**config.mk**
```make
export PLATFORM = sky130hd
export DESIGN_NAME = pair_in_ep
export DESIGN_NICKNAME = d
export VERILOG_FILES = /design/src/rtl/pair_in_ep.sv
export SDC_FILE = /design/constraint.sdc
export NUM_CORES = 1
export LEC_CHECK = 0
export ABC_CLOCK_PERIOD_IN_PS = 3200
export BUFFER_PORTS_ARGS = -buffer_cell sky130_fd_sc_hd__buf_2
export CORE_ASPECT_RATIO = 1.1
export CORE_MARGIN = 1
export CORE_UTILIZATION = 48
export DETAILED_ROUTE_END_ITERATION = 12
export GPL_TIMING_DRIVEN = 0
export PLACE_DENSITY = 0.78
export SLEW_MARGIN = 15
export SYNTH_ARGS = -nofsm -noshare
export SYNTH_HDL_FRONTEND = slang
export SYNTH_SLANG_ARGS = --single-unit
```
**constraint.sdc**
```tcl
create_clock -name clk -period 3.2 [get_ports clk]
set_clock_uncertainty 0.05 [all_clocks]
set_input_delay 0.64 -clock clk [delete_from_list [all_inputs] [get_ports clk]]
set_output_delay 0.64 -clock clk [all_outputs]
set_load 0.03 [all_outputs]
```
**src/rtl/pair_in_ep.sv**
```systemverilog
module pair_in_ep #(
  parameter int LEN_W = 7
) (
  input  logic             clk,
  input  logic             rst_n,
  input  logic             pair_en,
  input  logic             even_valid,
  input  logic             even_ie,
  input  logic             even_bc_we,
  input  logic [LEN_W-1:0] even_bc_wdata,
  input  logic             even_busy_clr,
  input  logic             even_irq_clr,
  output logic             even_busy,
  output logic             even_ovf,
  output logic             even_irq,
  output logic             usb_even_rdy,
  output logic [LEN_W-1:0] usb_even_len,
  output logic             usb_even_buf,
  input  logic             usb_even_sent,
  input  logic             odd_valid,
  input  logic             odd_ie,
  input  logic             odd_bc_we,
  input  logic [LEN_W-1:0] odd_bc_wdata,
  input  logic             odd_busy_clr,
  input  logic             odd_irq_clr,
  output logic             odd_busy,
  output logic             odd_ovf,
  output logic             odd_irq,
  output logic             usb_odd_rdy,
  output logic [LEN_W-1:0] usb_odd_len,
  input  logic             usb_odd_sent
);

  localparam int NBUF = 2;
  localparam int CW   = $clog2(NBUF + 1);

  logic [CW-1:0]    ev_cnt;
  logic             ev_wp, ev_rp;
  logic [LEN_W-1:0] ev_len [NBUF];
  logic             ev_irq_q, ev_ovf_q, pair_q;
  logic             od_full, od_irq_q, od_ovf_q;
  logic [LEN_W-1:0] od_len;

  logic [CW-1:0] ev_cap;
  logic          mode_chg, ev_full, ev_send, ev_take, ev_rej;
  logic          od_send, od_take, od_rej;

  assign ev_cap   = pair_en ? CW'(NBUF) : CW'(1);
  assign mode_chg = pair_en != pair_q;
  assign ev_full  = ev_cnt >= ev_cap;
  assign ev_send  = usb_even_sent && usb_even_rdy;
  assign ev_take  = even_bc_we && !ev_full && !even_busy_clr && !mode_chg;
  assign ev_rej   = even_bc_we &&  ev_full && !even_busy_clr && !mode_chg;

  assign even_busy    = ev_full;
  assign even_ovf     = ev_ovf_q;
  assign even_irq     = ev_irq_q && even_ie;
  assign usb_even_rdy = even_valid && (ev_cnt != '0);
  assign usb_even_len = ev_len[ev_rp];
  assign usb_even_buf = ev_rp;

  always_ff @(posedge clk) begin
    if (!rst_n) begin
      ev_cnt   <= '0;
      ev_wp    <= 1'b0;
      ev_rp    <= 1'b0;
      ev_irq_q <= 1'b0;
      ev_ovf_q <= 1'b0;
      pair_q   <= 1'b0;
      for (int i = 0; i < NBUF; i++) ev_len[i] <= '0;
    end else begin
      pair_q <= pair_en;
      if (mode_chg || even_busy_clr) begin
        ev_cnt <= '0;
        ev_wp  <= 1'b0;
        ev_rp  <= 1'b0;
      end else begin
        if (ev_take) begin
          ev_len[ev_wp] <= even_bc_wdata;
          if (pair_en) ev_wp <= ~ev_wp;
        end
        if (ev_send && pair_en) ev_rp <= ~ev_rp;
        ev_cnt <= ev_cnt + CW'(ev_take) - CW'(ev_send);
      end
      if (even_busy_clr)  ev_ovf_q <= 1'b0;
      else if (ev_rej)    ev_ovf_q <= 1'b1;
      if (ev_send)           ev_irq_q <= 1'b1;
      else if (even_irq_clr) ev_irq_q <= 1'b0;
    end
  end

  assign od_send = usb_odd_sent && usb_odd_rdy;
  assign od_take = odd_bc_we && !od_full && !odd_busy_clr && !pair_en;
  assign od_rej  = odd_bc_we &&  od_full && !odd_busy_clr && !pair_en;

  assign odd_busy    = od_full && !pair_en;
  assign odd_ovf     = od_ovf_q && !pair_en;
  assign odd_irq     = od_irq_q && odd_ie && !pair_en;
  assign usb_odd_rdy = odd_valid && od_full && !pair_en;
  assign usb_odd_len = od_len;

  always_ff @(posedge clk) begin
    if (!rst_n || pair_en) begin
      od_full  <= 1'b0;
      od_irq_q <= 1'b0;
      od_ovf_q <= 1'b0;
      od_len   <= '0;
    end else begin
      if (odd_busy_clr) od_full <= 1'b0;
      else if (od_take) od_full <= 1'b1;
      else if (od_send) od_full <= 1'b0;
      if (od_take) od_len <= odd_bc_wdata;
      if (odd_busy_clr) od_ovf_q <= 1'b0;
      else if (od_rej)  od_ovf_q <= 1'b1;
      if (od_send)          od_irq_q <= 1'b1;
      else if (odd_irq_clr) od_irq_q <= 1'b0;
    end
  end

  assert_busy_ready_R3: assert property (@(posedge clk) disable iff (!rst_n)
    (pair_en && even_busy && even_valid) |-> usb_even_rdy);

  assert_no_overflow_R6: assert property (@(posedge clk) disable iff (!rst_n)
    (even_bc_we && even_busy && !even_busy_clr && !mode_chg) |=> even_ovf);

  assert_irq_on_send_R5: assert property (@(posedge clk) disable iff (!rst_n)
    (usb_even_sent && usb_even_rdy) |=> ev_irq_q);

  assert_busy_falls_R4: assert property (@(posedge clk) disable iff (!rst_n)
    (pair_en && pair_q && even_busy && usb_even_sent && usb_even_rdy && !even_bc_we)
    |=> (!even_busy || !pair_en));

  assert_force_clear_R7: assert property (@(posedge clk) disable iff (!rst_n)
    (pair_en && even_busy_clr) |=> (!even_busy && !usb_even_rdy && !even_ovf));

  assert_odd_quiet_R8: assert property (@(posedge clk) disable iff (!rst_n)
    pair_en |-> (!odd_busy && !odd_irq && !odd_ovf && !usb_odd_rdy));

  assert_odd_single_R9: assert property (@(posedge clk) disable iff (!rst_n)
    (!pair_en && odd_bc_we && !odd_busy && !odd_busy_clr) |=> (odd_busy || pair_en));

endmodule

```
==> metrics.md <==
| Metric | Value |
|---|---|
| CP endpoint kind | flip-flop |
| Worst-case vdd ir drop | 0.000246 V |
| Routing usage on met3 | 0.0620 |
| Crit Path Category | input port to flip-flop |
| Hpwl dp | 1970 um |
| Largest net degree at the start of global routing | 11 |
| # DRC | 0 |
| TritonCTS Buffers | 5 |
| Die area | 3140 um2 |
| Antenna cells | 0 |
| RSZ-0062 raised after global routing | no |
| GR Util met1 | 0.210 |
| Initial DRC Count | 12 |
| Ratio of final minimum period to clock period | 0.885 |
| GPL Wtd Cong | 0.687 |
| WL/cell | 12.1 um |
| Initial antenna violation count | 0 |
| Final hold vios | 0 |
| Most crowded layer after global routing | met2 |
| Vias in the first global route | 1012 |
| Syn nets | 157 |
| Port Buffer Count | 50 |
| Tmin final | 2.83 ns |
| Synth Instances | 124 |
| Worst r2r dst | ev_len[1][4]$_SDFFCE_PN0P_ |
| First-pass DRT Iterations | 3 |
| Clock slew at reported path FFs | 0.09 ns |
| Reg2reg path depth | 5 |
| Synth cell types | 29 |
| Placement row count | 20 |
| Reg2reg setup slack | 0.56 ns |
| Post-CTS Hold Buffers | 0 |
| Worst hold-check path type | input port to flip-flop |
| Overall global routing resource usage | 0.192 |
| Final Setup Violations | 0 |
| Initial core utilization | 0.505 |
| First-pass GRT wire length | 4200 um |
| Synth warn | 0 |
| # nets final | 214 |
| Root Buffer | clkbuf_4 |
| Worst Setup SP | pair_en |
| Relative slew slack | 0.305 |
| Worst Hold Depth | 2 |
| Max-Cap Viols | 0 |
| Critical Path RT | 3.10 ns |
| Worst skew pair latency | 0.33 ns |
| Mapped Area | 1400 um2 |
| Arrival time worst endpoint | 2.74 ns |
| Min-delay src | even_busy_clr |
| Pwr Density | 412 nW/um2 |
| End of the critical path | ev_len[1][4]$_SDFFCE_PN0P_ |
| Pwr Total | 720 uW |
| Sequential share of the synthesized area | 0.557 |
| Setup slack after layout | 0.368 ns |
| CTS tree | built |
| Highest attainable clock frequency | 0.353 GHz |
| Syn Area/Cell | 11.3 um2 |
| Routed WL | 2590 um |
| CTS sink count | 32 |
| Layout cell share with drive strength beyond 1 | 0.368 |
| Pleak | 0.000812 uW |
| Met2 Resource Use GR | 0.320 |
| Crit Reg-Reg Startpoint | ev_cnt[0]$_SDFF_PP0_ |
| Die span in y | 58.7 um |
| DIE WIDTH | 53.5 um |
| Slew @ Worst Pin | 1.03 ns |
| Post-CTS Setup Bufs | 0 |
| Total gr overflow | 0 |
| H-tree levels | 2 |
| Via count | 1059 |
| Post-place setup slack | -0.0183 ns |
| #FFs+latches synth | 32 |
| DR vias/cell | 4.93 |
| Synthesis-to-finish area growth | 24.4% |
| Core region area | 2780 um2 |
| I/O pins | 52 |
| Post-CTS sizing | 0 |
| Routed Antenna Nets | 0 |
| Max FO, Critical Path | 7 |
| Clock Tree Buf Depth | 2 |
| CP startpoint kind | input port |
| Fin. max-slew vios | 0 |
| Status | finished clean |
## sequential cells by signal, summed over array words and instances (netlist names), named ones only
name          count
ev_len           14
od_irq_q          1
usb_even_buf      1
ev_wp             1
od_ovf_q          1
ev_irq_q          1
pair_q            1
usb_odd_len       7
even_ovf          1
ev_cnt            2
od_full           1
## cell usage after synthesis (all sizes together)
library cell	count	area (um2)
clkbuf	2	7.51
a21oi	4	20.0
inv	6	22.5
and3	1	6.26
nand2b	2	12.5
ha	4	50.1
or3	1	6.26
nor3	2	10.0
edfxtp	14	420
nor4b	1	8.76
a21o	1	7.51
xor2	3	26.3
a2111o	1	11.3
dfxtp	18	360
mux2i	7	70.1
a32oi	1	8.76
or3b	1	8.76
o21ai	3	15.0
nor2	14	52.6
buf	1	5.00
nor3b	2	20.0
mux2	7	78.8
o211a	1	10.0
xnor2	1	8.76
nor2b	3	18.8
nand2	4	15.0
and2	17	106
o21a	2	15.0
## layer usage
layer  vias to the layer above  share of wire
li1                        541              -
met1                       471           0.42
met3                         8          0.066
met5                         -              0
met4                         0          0.023
met2                        39           0.48
## through the flow
step                      TNS (ns)  cells  hold slack (ns)  cell area [um2]  utilization
after floorplan                  0    124            0.395             1400            -
after global placement           0    207            0.410             1690        0.610
after detailed placement    -0.127    207            0.432             1690        0.610
after CTS                        0    215            0.420             1750        0.628
after global routing             0    215            0.431             1750        0.628
final                            0    215            0.438             1750        0.628
## final cells by class
class,instances,area [um2]
fillers,235,1030
flip-flops and latches,32,781
multi-input cells,83,587
repair buffers,50,250
well taps,33,41.3
clock buffers,5,37.5
inverters,6,22.5
clock inverters,3,13.8
plain buffers,3,12.5
## worst max-delay path, stage by stage
cell and delay [ns]:
buf_2 0.15, inv_1 0.13, ha_1 0.30, nand2b_1 0.15, a2111o_1 0.51, o21ai_0 0.84
## layout by cell type (no fill, tap or decap), types with 2 or more instances in the layout
master / instances
buf_2: 51
nand2b_1: 2
and2_1: 17
inv_1: 6
edfxtp_1: 14
nor2b_1: 3
nand2_1: 4
clkbuf_4: 5
o21a_1: 2
clkbuf_1: 2
nor2_1: 14
mux2_2: 7
o21ai_0: 3
ha_1: 4
mux2i_1: 7
dfxtp_1: 18
nor3_1: 2
clkinv_2: 2
xor2_1: 3
a21oi_1: 4
## worst min path at each step
stage and to:
2_1_floorplan od_irq_q$_SDFFE_PP0P_, 3_3_place_gp od_irq_q$_SDFFE_PP0P_, 3_5_place_dp usb_odd_len[3]$_SDFFE_PP0P_, 4_1_cts even_ovf$_SDFFE_PP0P_, 5_1_grt even_ovf$_SDFFE_PP0P_, 6_report even_ovf$_SDFFE_PP0P_
## power breakdown
group	internal [uW]	switching, uW	leakage [uW]
clock network	80.4	130	0.0000324
registers	435	2.84	0.000294
logic	29.8	41.8	0.000486
total	545	175	0.000812
## cells by family (layout without fill, tap and decap cells)
| group | after synthesis | in the layout | synth area share |
|---|---|---|---|
| XOR/XNOR | 4 | 4 | 0.0250 |
| flip-flops | 32 | 32 | 0.557 |
| AO/OA/AOI/OAI | 13 | 13 | 0.0624 |
| AND/OR/NAND/NOR | 48 | 48 | 0.189 |
| buffers and inverters | 9 | 67 | 0.0250 |
| multiplexers | 14 | 14 | 0.106 |
| adder cells (fa/ha/maj) | 4 | 4 | 0.0357 |
Note: power is estimated with default switching activity, not from simulation.
